===== src/rtl/pwm_gen_pkg.sv =====
package pwm_gen_pkg;
  localparam int ADDR_W = 5;
  localparam logic [ADDR_W-1:0] A_CTRL = 5'h00;
  localparam logic [ADDR_W-1:0] A_STAT = 5'h04;
  localparam logic [ADDR_W-1:0] A_SMPL = 5'h0C;
  localparam logic [ADDR_W-1:0] A_PERD = 5'h10;
  localparam int PRE_W = 12;
  localparam int SWR_BIT = 3;

  typedef enum logic [1:0] {
    OM_NORMAL = 2'd0,
    OM_INVERT = 2'd1,
    OM_LOW    = 2'd2,
    OM_LOW2   = 2'd3
  } out_mode_e;

  typedef struct packed {
    logic [1:0]       wm;
    out_mode_e        mode;
    logic [1:0]       src;
    logic [PRE_W-1:0] pre;
    logic [1:0]       rep;
    logic             en;
  } ctrl_t;
endpackage


===== src/rtl/pwm_tick_div.sv =====
module pwm_tick_div #(
  parameter int NSRC  = 3,
  parameter int PRE_W = 12
) (
  input  logic             clk,
  input  logic             rst_n,
  input  logic             clr,
  input  logic             run,
  input  logic [1:0]       src_sel,
  input  logic [NSRC-1:0]  src_tick,
  input  logic [PRE_W-1:0] div_m1,
  output logic             pclk
);
  logic             tick;
  logic [PRE_W-1:0] pc_q, pc_d;

  always_comb begin
    tick = 1'b0;
    for (int i = 0; i < NSRC; i++)
      if (src_sel == 2'(i + 1)) tick = src_tick[i];
  end

  assign pclk = run & ~clr & tick & (pc_q == div_m1);

  always_comb begin
    pc_d = pc_q;
    if (!run || clr)      pc_d = '0;
    else if (tick)        pc_d = (pc_q == div_m1) ? '0 : pc_q + 1'b1;
  end

  always_ff @(posedge clk or negedge rst_n) begin
    if (!rst_n) pc_q <= '0;
    else        pc_q <= pc_d;
  end
endmodule


===== src/rtl/pwm_sample_fifo.sv =====
module pwm_sample_fifo #(
  parameter int DEPTH = 4,
  parameter int W     = 16,
  localparam int PTR_W = (DEPTH > 1) ? $clog2(DEPTH) : 1,
  localparam int OCC_W = $clog2(DEPTH + 1)
) (
  input  logic             clk,
  input  logic             rst_n,
  input  logic             clr,
  input  logic             push,
  input  logic [W-1:0]     wdata,
  input  logic             pop,
  output logic [W-1:0]     rdata,
  output logic             full,
  output logic             empty,
  output logic [OCC_W-1:0] occ
);
  logic [W-1:0]     mem [DEPTH];
  logic [PTR_W-1:0] wp_q, wp_d, rp_q, rp_d;
  logic [OCC_W-1:0] occ_q, occ_d;
  logic             do_push, do_pop;

  function automatic logic [PTR_W-1:0] inc(input logic [PTR_W-1:0] p);
    return (p == PTR_W'(DEPTH - 1)) ? '0 : p + 1'b1;
  endfunction

  assign full    = (occ_q == OCC_W'(DEPTH));
  assign empty   = (occ_q == '0);
  assign occ     = occ_q;
  assign rdata   = mem[rp_q];
  assign do_push = push & ~full;
  assign do_pop  = pop & ~empty;

  always_comb begin
    wp_d  = do_push ? inc(wp_q) : wp_q;
    rp_d  = do_pop  ? inc(rp_q) : rp_q;
    occ_d = occ_q;
    if (do_push && !do_pop)      occ_d = occ_q + 1'b1;
    else if (do_pop && !do_push) occ_d = occ_q - 1'b1;
    if (clr) begin
      wp_d  = '0;
      rp_d  = '0;
      occ_d = '0;
    end
  end

  always_ff @(posedge clk or negedge rst_n) begin
    if (!rst_n) begin
      wp_q  <= '0;
      rp_q  <= '0;
      occ_q <= '0;
    end else begin
      wp_q  <= wp_d;
      rp_q  <= rp_d;
      occ_q <= occ_d;
    end
  end

  always_ff @(posedge clk) begin
    if (do_push && !clr) mem[wp_q] <= wdata;
  end
endmodule


===== src/rtl/pwm_period_core.sv =====
module pwm_period_core
  import pwm_gen_pkg::*;
#(
  parameter int W = 16
) (
  input  logic         clk,
  input  logic         rst_n,
  input  logic         clr,
  input  logic         en,
  input  logic         pclk,
  input  logic [W-1:0] per_reg,
  input  logic [1:0]   rep_sel,
  input  out_mode_e    mode,
  input  logic         fifo_empty,
  input  logic [W-1:0] fifo_data,
  output logic         fifo_pop,
  output logic         running,
  output logic [W-1:0] act_smp,
  output logic [W-1:0] cnt,
  output logic         roll_evt,
  output logic         cmp_evt,
  output logic         pwm_out
);
  localparam logic [W-1:0] PER_CAP = {{(W-1){1'b1}}, 1'b0};

  logic         run_q, run_d;
  logic [W-1:0] cnt_q, cnt_d, aper_q, aper_d, act_q, act_d;
  logic [2:0]   rc_q, rc_d, reps_m1;
  logic [W-1:0] per_clamped, per_end;
  logic         last, take, level;

  assign per_clamped = (&per_reg) ? PER_CAP : per_reg;
  assign per_end     = aper_q + 1'b1;
  assign last        = (cnt_q == per_end);

  always_comb begin
    case (rep_sel)
      2'd0:    reps_m1 = 3'd0;
      2'd1:    reps_m1 = 3'd1;
      2'd2:    reps_m1 = 3'd3;
      default: reps_m1 = 3'd7;
    endcase
  end

  always_comb begin
    run_d  = run_q;
    cnt_d  = cnt_q;
    aper_d = aper_q;
    rc_d   = rc_q;
    act_d  = act_q;
    take   = 1'b0;
    if (!en) begin
      run_d  = 1'b0;
      cnt_d  = '0;
      rc_d   = '0;
      aper_d = per_clamped;
    end else if (pclk) begin
      if (!run_q) begin
        run_d  = 1'b1;
        cnt_d  = '0;
        rc_d   = '0;
        aper_d = per_clamped;
        take   = 1'b1;
      end else if (last) begin
        cnt_d  = '0;
        aper_d = per_clamped;
        if (rc_q == reps_m1) begin
          rc_d = '0;
          take = 1'b1;
        end else begin
          rc_d = rc_q + 1'b1;
        end
      end else begin
        cnt_d = cnt_q + 1'b1;
      end
    end
    fifo_pop = take & ~fifo_empty;
    if (fifo_pop) act_d = fifo_data;
  end

  always_ff @(posedge clk or negedge rst_n) begin
    if (!rst_n) begin
      run_q  <= 1'b0;
      cnt_q  <= '0;
      aper_q <= PER_CAP;
      rc_q   <= '0;
      act_q  <= '0;
    end else if (clr) begin
      run_q  <= 1'b0;
      cnt_q  <= '0;
      aper_q <= PER_CAP;
      rc_q   <= '0;
      act_q  <= '0;
    end else begin
      run_q  <= run_d;
      cnt_q  <= cnt_d;
      aper_q <= aper_d;
      rc_q   <= rc_d;
      act_q  <= act_d;
    end
  end

  assign level    = (cnt_q < act_q);
  assign roll_evt = en & pclk & run_q & last;
  assign cmp_evt  = en & pclk & run_q & (cnt_q == act_q);
  assign running  = run_q;
  assign act_smp  = act_q;
  assign cnt      = cnt_q;

  always_comb begin
    pwm_out = 1'b0;
    if (run_q) begin
      case (mode)
        OM_NORMAL: pwm_out = level;
        OM_INVERT: pwm_out = ~level;
        default:   pwm_out = 1'b0;
      endcase
    end
  end
endmodule


===== src/rtl/fifo_pwm_gen.sv =====
module fifo_pwm_gen
  import pwm_gen_pkg::*;
#(
  parameter int DATA_W     = 16,
  parameter int FIFO_DEPTH = 4,
  parameter int NSRC       = 3
) (
  input  logic              clk,
  input  logic              rst_n,
  input  logic              bus_valid,
  input  logic              bus_write,
  input  logic [ADDR_W-1:0] bus_addr,
  input  logic [31:0]       bus_wdata,
  output logic [31:0]       bus_rdata,
  input  logic [NSRC-1:0]   src_tick,
  output logic              pwm_out
);
  localparam int OCC_W = $clog2(FIFO_DEPTH + 1);
  localparam logic [DATA_W-1:0] PER_RST = {{(DATA_W-1){1'b1}}, 1'b0};

  logic rst_s1, rst_sync_n;
  always_ff @(posedge clk or negedge rst_n) begin
    if (!rst_n) begin
      rst_s1     <= 1'b0;
      rst_sync_n <= 1'b0;
    end else begin
      rst_s1     <= 1'b1;
      rst_sync_n <= rst_s1;
    end
  end

  ctrl_t             ctrl_q, ctrl_d;
  logic [DATA_W-1:0] per_q, per_d;
  logic [3:0]        flags_q, flags_d, flag_set, flag_clr;
  logic              swr_q, swr_d;
  logic              wr, wr_ctrl, wr_stat, wr_smpl, wr_perd;
  logic              fifo_full, fifo_empty, fifo_pop, fifo_push;
  logic [OCC_W-1:0]  fifo_occ;
  logic [DATA_W-1:0] fifo_data, act_smp, core_cnt;
  logic              pclk, core_running, roll_evt, cmp_evt;

  assign wr      = bus_valid & bus_write;
  assign wr_ctrl = wr & (bus_addr == A_CTRL);
  assign wr_stat = wr & (bus_addr == A_STAT);
  assign wr_smpl = wr & (bus_addr == A_SMPL);
  assign wr_perd = wr & (bus_addr == A_PERD);
  assign fifo_push = wr_smpl & ~fifo_full;

  always_comb begin
    ctrl_d = ctrl_q;
    swr_d  = 1'b0;
    per_d  = per_q;
    if (wr_ctrl) begin
      if (bus_wdata[SWR_BIT]) begin
        swr_d = 1'b1;
      end else begin
        ctrl_d.en   = bus_wdata[0];
        ctrl_d.rep  = bus_wdata[2:1];
        ctrl_d.pre  = bus_wdata[15:4];
        ctrl_d.src  = bus_wdata[17:16];
        ctrl_d.mode = out_mode_e'(bus_wdata[19:18]);
        ctrl_d.wm   = bus_wdata[27:26];
      end
    end
    if (wr_perd) per_d = bus_wdata[DATA_W-1:0];
    flag_set = {wr_smpl & fifo_full, cmp_evt, roll_evt,
                ctrl_q.en & (fifo_occ <= OCC_W'(ctrl_q.wm))};
    flag_clr = wr_stat ? bus_wdata[6:3] : 4'b0;
    flags_d  = (flags_q & ~flag_clr) | flag_set;
  end

  always_ff @(posedge clk or negedge rst_sync_n) begin
    if (!rst_sync_n) begin
      ctrl_q  <= '0;
      per_q   <= PER_RST;
      flags_q <= '0;
      swr_q   <= 1'b0;
    end else if (swr_q) begin
      ctrl_q  <= '0;
      per_q   <= PER_RST;
      flags_q <= '0;
      swr_q   <= 1'b0;
    end else begin
      ctrl_q  <= ctrl_d;
      per_q   <= per_d;
      flags_q <= flags_d;
      swr_q   <= swr_d;
    end
  end

  pwm_tick_div #(.NSRC(NSRC), .PRE_W(PRE_W)) u_div (
    .clk(clk), .rst_n(rst_sync_n), .clr(swr_q), .run(ctrl_q.en),
    .src_sel(ctrl_q.src), .src_tick(src_tick), .div_m1(ctrl_q.pre),
    .pclk(pclk)
  );

  pwm_sample_fifo #(.DEPTH(FIFO_DEPTH), .W(DATA_W)) u_fifo (
    .clk(clk), .rst_n(rst_sync_n), .clr(swr_q), .push(fifo_push),
    .wdata(bus_wdata[DATA_W-1:0]), .pop(fifo_pop), .rdata(fifo_data),
    .full(fifo_full), .empty(fifo_empty), .occ(fifo_occ)
  );

  pwm_period_core #(.W(DATA_W)) u_core (
    .clk(clk), .rst_n(rst_sync_n), .clr(swr_q), .en(ctrl_q.en),
    .pclk(pclk), .per_reg(per_q), .rep_sel(ctrl_q.rep), .mode(ctrl_q.mode),
    .fifo_empty(fifo_empty), .fifo_data(fifo_data), .fifo_pop(fifo_pop),
    .running(core_running), .act_smp(act_smp), .cnt(core_cnt),
    .roll_evt(roll_evt), .cmp_evt(cmp_evt), .pwm_out(pwm_out)
  );

  always_comb begin
    case (bus_addr)
      A_CTRL:  bus_rdata = {4'b0, ctrl_q.wm, 6'b0, ctrl_q.mode, ctrl_q.src,
                            ctrl_q.pre, swr_q, ctrl_q.rep, ctrl_q.en};
      A_STAT:  bus_rdata = {25'b0, flags_q, 3'(fifo_occ)};
      A_SMPL:  bus_rdata = ctrl_q.en ? 32'(act_smp) : 32'b0;
      A_PERD:  bus_rdata = 32'(per_q);
      default: bus_rdata = 32'b0;
    endcase
  end

  logic unused_bits;
  assign unused_bits = ^{bus_wdata[31:28], bus_wdata[25:20], core_cnt, core_running};
endmodule


===== config.mk =====
export PLATFORM = sky130hd
export DESIGN_NAME = fifo_pwm_gen
export DESIGN_NICKNAME = d
export VERILOG_FILES = /design/src/rtl/pwm_gen_pkg.sv /design/src/rtl/pwm_tick_div.sv /design/src/rtl/pwm_sample_fifo.sv /design/src/rtl/pwm_period_core.sv /design/src/rtl/fifo_pwm_gen.sv
export SDC_FILE = /design/constraint.sdc
export NUM_CORES = 1
export LEC_CHECK = 0
export ABC_AREA = 1
export BUFFER_PORTS_ARGS = -buffer_cell sky130_fd_sc_hd__buf_2
export CORE_MARGIN = 2
export CORE_UTILIZATION = 50
export CTS_BUF_LIST = sky130_fd_sc_hd__clkbuf_4 sky130_fd_sc_hd__clkbuf_8 sky130_fd_sc_hd__clkbuf_16
export DETAILED_ROUTE_END_ITERATION = 10
export GPL_ROUTABILITY_DRIVEN = 0
export PLACE_DENSITY = 0.69
export SLEW_MARGIN = 5
export SYNTH_ARGS = -nofsm -noshare
export SYNTH_HDL_FRONTEND = slang
export SYNTH_SLANG_ARGS = --single-unit

===== constraint.sdc =====
create_clock -name clk -period 6.3 [get_ports clk]
set_input_delay 1.89 -clock clk [delete_from_list [all_inputs] [get_ports clk]]
set_output_delay 1.89 -clock clk [all_outputs]
set_load 0.02 [all_outputs]

[Yosys cells after proc, flatten, opt, wreduce, memory -nomap -nowiden]
Memories as Yosys holds them, arrays and structs flattened.
Index checks and enable logic that the tools add are counted.
Operators by class
  add/sub/neg operators: 8
  magnitude comparators: 2
  equality and inequality tests: 19
  mux-type cells: 59
  bitwise gates (word level): 25
  reduce and logical (&&, ||, !) cells: 22
Operators with widths (number)
  $mux 16: 16
  $pmux 28 s4: 1
  $mux 21: 3
  $mux 12: 3
  $add 16x1->16 const B: 2
  $eq 16x16->1: 2
  $mux 3: 9
  $and 1x1->1: 18
  $mux 1: 17
  $lt 16x16->1: 1
  $reduce_and 16->1: 1
  $add 12x1->12 const B: 1
  $eq 12x12->1: 1
  $mux 2: 6
  $reduce_bool 2->1: 6
  $eq 2x2->1 const B: 5
  $pmux 3 s3: 1
  $mux 4: 2
  $add 3x1->3 const B: 2
  $eq 2x1->1 const B: 3
  $eq 5x3->1 const B: 1
  $eq 5x4->1 const B: 1
  $eq 5x5->1 const B: 1
  $logic_not 5->1: 1
  20 further kinds: 31
Word-level totals
  bits in registers: 115
  bits in writable memories: 64
  bits of input ports: 44
  output and inout bits: 33
  memories: 1
Memories
  u_fifo.mem: depth 4, bits a word 16, read ports 1, clocked after Yosys merged registers in 0, write ports 1, RTL line pwm_sample_fifo.sv:18  | logic [W-1:0] mem [DEPTH];

[Logic depth before layout (Yosys ltp)]
Gate-level depths: netlist of the first run.
  depth after elaboration: 14
  gate-level depth with buffers: 23
  depth with buffers taken out: 22

[Modules after synthesis]
A second synthesis of the first run with hierarchy kept.
Unflattened totals
  cells, all modules: 1213
  area total of the unflattened synthesis: 9925.8 um^2
Modules (own cells, without submodules)
  pwm_period_core: times used 1, cells each 513, area each 3644.7 um^2, seq. area each 1320.0 um^2
  pwm_sample_fifo: times used 1, cells each 222, area each 2882.8 um^2, seq. area each 2097.0 um^2
  fifo_pwm_gen: times used 1, cells each 317, area each 2412.3 um^2, seq. area each 1119.8 um^2
  pwm_tick_div: times used 1, cells each 161, area each 985.9 um^2, seq. area each 300.3 um^2

[Worst setup path before layout of the first run]
OpenSTA, ideal clock, no wires.
  path kind: input to output
  start: input bus_addr[1]
  end: output bus_rdata[0]
  arrival time: 3.081 ns
  data required time: 4.410 ns
  path slack: 1.329 ns
  cell stages on the path: 7
  path buffers: 0
  cell sequence: nor2_1 > nand3_1 > nor2_1 > inv_1 > nor2_1 > inv_1 > o21ai_0
On the way
  cells in the longest elaborated chain, start to end: 2
RTL lines
  start, declared: RTL line fifo_pwm_gen.sv:12  | input logic [ADDR_W-1:0] bus_addr,
  $eq 5x5->1 (tied with other cells): RTL line fifo_pwm_gen.sv:112  | case (bus_addr)
  $pmux 28 s4 (*): RTL line fifo_pwm_gen.sv:112
  end, declared: RTL line fifo_pwm_gen.sv:14  | output logic [31:0] bus_rdata,
Every way passes the cells marked *; elsewhere a longest branch is shown, timed or not.

[Final worst setup path of the first run]
  start: input bus_addr[1]
  end: output bus_rdata[11]
The elaborated chain is that of the path after synthesis.

==> qor.csv, run 1 <==
stage,metric,value,unit
outcome,status,"complete, no violations",
sta,Clock Skew,0.00825,ns
floorplan,Starting Density,50.5,%
sta,Final period util,86.1,%
sta,Final Max Slew Viols,0,
drt,Initial DRC Count,607,
yosys,Synth top cells by count,"nand2_1 (204), inv_1 (138), o21ai_0 (92)",
grt,All-Layer GR Usage,24.7,%
sta,worst-margin pin slew,1.08,ns
clock_network,CTS hold repair buffers,0,
drt,final wirelength,23700,um
clock_network,PostCTS Resize Cnt,0,
yosys,Syn Area/Cell,9.00,um^2
yosys,top post-synthesis cells by area,"dfrtp_1 (23%), edfxtp_1 (20%), dfstp_2 (8.4%), nand2_1 (8.2%), inv_1 (5.5%)",
grt,first-pass GRT wire length,37500,um
yosys,"Cell Area, Synth",9380,um^2
drt,drt pass-1 iters,7,
power,Sw Ratio,36.3,%
yosys,synth unique cells,47,
clock_network,TritonCTS clock tree,done,
clock_network,Clock Latency Late Sink,0.44,ns
power,sequential power share,42.2,%
sta,endpoints failing setup,0,
grt,Overflow after GRT,0,
clock_network,Sinks on Clock Net,179,
yosys,number of synthesized flops with an enable pin,64,
yosys,sequential element share of the synthesized area,51.6,%
finish,Final #Nets,1165,
floorplan,IO Pins,77,
placed_design,Area after DPL,9840,um^2
yosys,ys flop type,dfrtp_1,
finish,diode count,0,
grt,vias in the first global route,7063,
setup_path,worst flop-to-flop path startpoint,u_core.aper_q[1],
setup_path,CP max FO,9,
yosys,synth warn,0,
floorplan,Rows,50,
finish,share of post-route cells with drive strength above 1,15.3,%
power,Pint,0.00241,W
setup_path,CP Capture Point,bus_rdata[11],
clock_network,Inserted Clock Buffers,17,
placed_design,pre-CTS setup slack,0.891,ns
floorplan,Core ar.,18600,um^2
floorplan,Die Y,141,um
yosys,leading area contributor after synthesis,dfrtp_1,
drt,DRC,0,
sta,Max-slew headroom,27.8,%
setup_path,R2R Setup Slk,3.06,ns
yosys,synthesized flop and latch total,179,
min_path,Worst Hold Class,reg2async,
floorplan,Die ar.,19900,um^2
drt,vias post-DR,7505,
sta,setup TNS,0,ns
yosys,Yosys top cell area share,22.7,%
yosys,Syn Inst Count,1042,
setup_path,crit path DAT,3.54,ns
yosys,most frequent cell after synthesis,nand2_1,
setup_path,crit start category,input pin,
clock_network,"Clk pin slew, worst setup/hold paths",0.06,ns
power,sw power,0.00137,W
clock_network,H-tree depth,4,
drt,Antenna Nets Post-Route,0,
flow_run,max-cap violation count,0,
setup_path,CP Launch Point,bus_addr[1],
clock_network,Clock Path Buffers,2,
setup_path,CP Capture Type,output pin,
drt,DR WL/cell,17.7,um
drt,DR vias/cell,5.60,
sta,unrepaired setup endpoints after global routing,false,
setup_path,critical path data required time,4.41,ns
grt,largest net degree at the start of global routing,78,
sta,FMAX,184,MHz
finish,Final Cell Area,10400,um^2
power,Leak,4.55,nW
setup_path,r2r endpoint,u_fifo.occ[2],
setup_path,Worst Reg-to-Reg Cells,19,
placed_design,post-DP HPWL,16900,um
sta,Final min period,5.43,ns
clock_network,clock root cell,clkbuf_16,
power,clock share of power,27.8,%
finish,area delta synth->final,11.0,%
grt,initial antenna violation count,0,
placed_design,Buffers on Ports,56,
setup_path,critical path class,in2out,
floorplan,Die X,141,um
clock_network,Post-CTS Setup Repair Bufs,0,
sta,Final WS setup,0.874,ns
sta,Fin. Hold Viols,0,
power,power per standard cell area,363,nW/um^2
power,Peak VDD IR,212,uV
yosys,ys async rst share,64.2,%
power,combinational share of power,30.0,%
state kept, by name, summed over array words and instances (netlist names):
| signal | flops |
|---|---|
| rst_s1 | 1 |
| per_q | 16 |
| u_core.running | 1 |
| flags_q | 4 |
| u_fifo.mem | 64 |
| swr_q | 1 |
| u_fifo.occ | 3 |
| u_div.pc_q | 12 |
| u_fifo.wp_q | 2 |
| u_core.aper_q | 16 |
| u_fifo.rp_q | 2 |
| u_core.act_smp | 16 |
| u_core.rc_q | 3 |
| u_core.cnt | 16 |
| ctrl_q | 21 |
| rst_sync_n | 1 |
metrics by stage:
step	hold slack, ns	utilization [%]	total power (W)	cells
final	0.286	56.1	0.00378	1340
after global routing	0.336	56.1	0.00401	1340
after CTS	0.309	56.1	0.00379	1340
after detailed placement	0.302	52.9	0.00273	1308
after global placement	0.303	52.9	0.00270	1308
after floorplan	0.331	-	0.00240	1051
power groups by stage:
stage	Sequential [W]	Clock, W	Combinational (W)
6_report	0.00160	0.00105	0.00114
5_1_grt	0.00162	0.00111	0.00128
4_1_cts	0.00159	0.00106	0.00113
3_5_place_dp	0.00161	0	0.00112
3_3_place_gp	0.00161	0	0.00110
2_1_floorplan	0.00156	0	0.000846
kinds of logic (layout without fill, tap and decap cells):
family / after synthesis / count (layout) / share of synthesized area, %
xor+xnor: 29 / 29 / 2.71
buf+inv: 185 / 240 / 8.16
fa+ha+maj: 28 / 28 / 3.81
compound gates: 213 / 213 / 14.3
flops: 179 / 179 / 51.6
other cells: 2 / 11 / 0.0801
simple gates: 406 / 406 / 19.4
area by class of cell:
type	count	area (um^2)
Fill cell	1608	8170
Sequential cell	179	4840
Multi-Input combinational cell	687	3810
Inverter	142	536
Clock buffer	20	448
Timing Repair Buffer	66	355
Tap cell	234	293
Clock inverter	12	131
layout by cell type, fill, tap and decap left out, types with 11 or more instances in the layout:
cell type,instances
nand2_1,204
inv_1,138
o21ai_0,92
dfrtp_1,84
nor2_1,79
edfxtp_1,64
nand3_1,58
buf_2,56
a21oi_1,39
dfstp_2,30
ha_1,27
xor2_1,21
o22ai_1,20
nand4_1,17
clkbuf_16,17
a32o_1,16
nor3_1,15
nand2_2,11
conb_1,11
per-layer routing:
layer / share of wire [%] / up-vias / track usage (%)
li1: - / 3611 / -
met1: 43 / 3606 / 33.6
met2: 47 / 237 / 39.0
met4: 3.4 / 0 / 9.32
met5: 0 / - / 0
met3: 6.1 / 51 / 5.71
worst min path at each step:
stage | from | endpoint | slack (ns) | cells past startpoint
after detailed placement | rst_sync_n | ctrl_q[16] | 0.30 | 0
after CTS | rst_sync_n | ctrl_q[16] | 0.31 | 0
after global routing | rst_sync_n | ctrl_q[15] | 0.34 | 0
after global placement | rst_sync_n | ctrl_q[16] | 0.30 | 0
final | rst_sync_n | ctrl_q[16] | 0.29 | 0
after floorplan | rst_s1 | rst_sync_n | 0.33 | 0
critical path, stage by stage:
cell	delay, ns
buf_2	0.09
nor2_1	0.16
nand3_1	0.12
nor2_1	0.15
inv_1	0.08
nor2_1	0.34
buf_4	0.27
nand2_1	0.07
o221ai_1	0.11
buf_2	0.23
(Power assumes the default switching activity.)
==> run 2, diff against run 1 <==
ABC_AREA = default   (was 1)
PLACE_DENSITY = 0.68   (was 0.69)
SLEW_MARGIN = default   (was 5)
==> run 2 against run 1 <==
Worst setup slack got worse by 0.36 ns. Non-clock buffer count decreased by 2. Global-route usage decreased by 1.8 points. First-iteration DRC count decreased by 12%. Die area increased by 1.8%. Largest cell class unchanged. Largest power group unchanged.
==> qor.csv, run 2 <==
stage,metric,value,unit,change
setup_path,CP cell instances,"buf_2, nor4b_1, and3_1, nand2_1, o21ai_0, buf_2",,"was buf_2, nor2_1, nand3_1, nor2_1, inv_1, nor2_1, buf_4, nand2_1, o221ai_1, buf_2"
setup_path,CP max stage cell,and3_1,,was nor2_1
sta,Final period util,91.8,%,was 86.1%
clock_network,CTS hold repair buffers,0,,unchanged
clock_network,Clock Path Buffers,2,,unchanged
outcome,status,"complete, no violations",,unchanged
clock_network,Sinks on Clock Net,179,,unchanged
finish,Top reg by flops,u_fifo.mem,,unchanged
grt,Overflow after GRT,0,,unchanged
sta,endpoints failing setup,0,,unchanged
grt,initial antenna violation count,0,,unchanged
finish,footprint of the multi-input gates,4370,um^2,was 3810 um^2
grt,vias in the first global route,6586,,was 7063
finish,share of post-route cells with drive strength above 1,19.2,%,was 15.3%
min_path,Worst Hold Class,reg2async,,unchanged
finish,most frequent cells in the layout,"nor2_1 (88), dfrtp_1 (84), nand2_1 (82), edfxtp_1 (64), buf_2 (56)",,"was nand2_1 (204), inv_1 (138), o21ai_0 (92), dfrtp_1 (84), nor2_1 (79)"
clock_network,Clock Latency Late Sink,0.43,ns,was 0.44 ns
yosys,sequential element share of the synthesized area,50.6,%,was 51.6%
yosys,Synth top cells by count,"nor2_1 (88), dfrtp_1 (85), nand2_1 (82)",,"was nand2_1 (204), inv_1 (138), o21ai_0 (92)"
power,Leak,4.44,nW,was 4.55 nW
sta,Fin. Hold Viols,0,,unchanged
setup_path,CP max FO,20,,was 9
yosys,most frequent cell after synthesis,nor2_1,,was nand2_1
floorplan,Rows,50,,unchanged
placed_design,Buffers on Ports,56,,unchanged
setup_path,critical path data required time,4.41,ns,about the same
clock_network,Post-CTS Setup Repair Bufs,0,,unchanged
yosys,Yosys top cell area share,22.3,%,was 22.7%
sta,Final min period,5.78,ns,was 5.43 ns
yosys,synth warn,0,,unchanged
setup_path,CP Capture Type,output pin,,unchanged
clock_network,TritonCTS clock tree,done,,unchanged
placed_design,Placed Cells,1135,,was 1308
setup_path,crit path DAT,3.89,ns,was 3.54 ns
power,power per standard cell area,274,nW/um^2,was 363 nW/um^2
drt,Antenna Nets Post-Route,0,,unchanged
yosys,synth unique cells,70,,was 47
yosys,ys async rst share,64.2,%,unchanged
yosys,"Cell Area, Synth",9560,um^2,was 9380 um^2
floorplan,IO Pins,77,,unchanged
clock_network,PostCTS Resize Cnt,0,,unchanged
yosys,leading area contributor after synthesis,dfrtp_1,,unchanged
drt,DR vias/cell,5.88,,was 5.60
floorplan,Core ar.,18700,um^2,was 18600 um^2
power,Peak VDD IR,207,uV,was 212 uV
sta,Final Max Slew Viols,0,,unchanged
drt,Initial DRC Count,536,,was 607
yosys,Syn Inst Count,882,,was 1042
sta,worst-margin pin slew,1.17,ns,was 1.08 ns
floorplan,Die ar.,20200,um^2,was 19900 um^2
sta,Max-slew headroom,20.8,%,was 27.8%
finish,Reg area,4840,um^2,unchanged
finish,fin cells,1167,,was 1340
clock_network,Inserted Clock Buffers,17,,unchanged
finish,filler cell count in the final layout,1573,,was 1608
finish,"commonest non-fill, non-tap cell in the layout",nor2_1,,was nand2_1
yosys,ys flop type,dfrtp_1,,unchanged
clock_network,H-tree depth,4,,unchanged
setup_path,crit start category,input pin,,unchanged
setup_path,Most common cell on crit path,buf_2,,was nor2_1
finish,area delta synth->final,10.8,%,was 11.0%
sta,FMAX,173,MHz,was 184 MHz
grt,largest net degree at the start of global routing,64,,was 78
sta,Clock Skew,0.0114,ns,was 0.00825 ns
yosys,number of synthesized flops with an enable pin,64,,unchanged
yosys,Syn Area/Cell,10.8,um^2,was 9.00 um^2
setup_path,Crit path largest cell delay,0.64,ns,was 0.34 ns
finish,Final Cell Area,10600,um^2,was 10400 um^2
grt,first-pass GRT wire length,35700,um,was 37500 um
flow_run,max-cap violation count,0,,unchanged
drt,drt pass-1 iters,5,,was 7
clock_network,"Clk pin slew, worst setup/hold paths",0.07,ns,was 0.06 ns
sta,setup TNS,0,ns,unchanged
floorplan,Die X,142,um,was 141 um
sta,unrepaired setup endpoints after global routing,false,,unchanged
placed_design,Area after DPL,9980,um^2,was 9840 um^2
drt,DRC,0,,unchanged
finish,Final #Nets,992,,was 1165
drt,final wirelength,22100,um,was 23700 um
clock_network,clock root cell,clkbuf_16,,unchanged
floorplan,Die Y,142,um,was 141 um
floorplan,Starting Density,51.1,%,was 50.5%
grt,All-Layer GR Usage,22.9,%,was 24.7%
finish,max reg flops,64,,unchanged
yosys,synthesized flop and latch total,179,,unchanged
drt,vias post-DR,6858,,was 7505
finish,diode count,0,,unchanged
drt,DR WL/cell,18.9,um,was 17.7 um
sta,Min Hold Slack,0.356,ns,was 0.286 ns
yosys,top post-synthesis cells by area,"dfrtp_1 (22%), edfxtp_1 (20%), dfstp_2 (8.2%), mux4_2 (3.8%), ha_1 (3.5%)",,"was dfrtp_1 (23%), edfxtp_1 (20%), dfstp_2 (8.4%), nand2_1 (8.2%), inv_1 (5.5%)"
finish,largest registers,"u_fifo.mem: 64 flops, ctrl_q: 21 flops",,unchanged
placed_design,post-DP HPWL,16000,um,was 16900 um
setup_path,critical path class,in2out,,unchanged
## run 2: changes by cell type in the layout (fill, tap and decap cells not counted), sizes merged, moves of 22 or more
cell / previous run / this run
xnor2: 8 / 32
o21ai: 97 / 51
o22ai: 30 / 2
mux2i: 0 / 26
nand2: 219 / 83
mux2: 0 / 22
nand3: 60 / 31
inv: 145 / 44
## run 2: worst max-delay path: cells and delay by family
kind,cells,cell delay [ns]
compound gates,1,0.14
buf+inv,2,0.51
simple gates,3,1.34
## run 2: path summary, 6_finish.rpt
| path | from | cells after the start | slack [ns] | to |
|---|---|---|---|---|
| max in group asynchronous | rst_sync_n | 1 | 4.68 | u_fifo.occ[2] |
| hold / removal | rst_sync_n | 0 | 0.36 | ctrl_q[13] |
| setup reg to reg | u_core.aper_q[1] | 13 | 2.14 | u_fifo.occ[2] |
| hold reg to reg | rst_sync_n | 0 | 0.36 | ctrl_q[13] |
| min in group clk | rst_s1 | 0 | 0.36 | rst_sync_n |
| setup / recovery | bus_addr[4] | 6 | 0.52 | bus_rdata[8] |
## run 2: routing by layer
| metal | up-vias | track usage, % | share of wire, % |
|---|---|---|---|
| met1 | 3390 | 32.6 | 48 |
| li1 | 3263 | - | - |
| met4 | 0 | 8.42 | 2.1 |
| met3 | 31 | 3.20 | 3.2 |
| met2 | 174 | 36.1 | 47 |
| met5 | - | 0 | 0 |
## run 2: final cells by class
class	instances	share of cell area, %
sequential	179	45.7
multi-input combinational	621	41.2
clock buffer	17	4.02
timing repair buffer	64	3.21
tap	234	2.76
clock inverter	15	1.77
inverter	37	1.31
## run 2: cell families (layout without fill, tap and decap cells)
group | after synthesis | count (layout) | share of synthesized area (%)
DFF | 179 | 179 | 50.6
other | 2 | 11 | 0.0786
AOI/OAI and AO/OA | 157 | 157 | 11.5
xor gates and xnor gates | 46 | 46 | 4.22
adders and majority gates | 28 | 28 | 3.74
buffers and inverters | 91 | 133 | 4.11
muxes | 64 | 64 | 9.48
and+or+nand+nor | 315 | 315 | 16.3
## run 2: through the flow
step / util (%) / total power, W / setup WS, ns
5_1_grt: 56.6 / 0.00303 / 0.423
4_1_cts: 56.6 / 0.00292 / 0.556
3_5_place_dp: 53.3 / 0.00184 / 0.550
6_report: 56.6 / 0.00290 / 0.518
3_3_place_gp: 53.3 / 0.00183 / 0.582
2_1_floorplan: - / 0.00171 / 1.06
## run 2: power by group
part / internal, W / switching [W]
Clock: 0.000603 / 0.000483
Combinational: 0.000167 / 0.000215
Sequential: 0.00131 / 0.000123
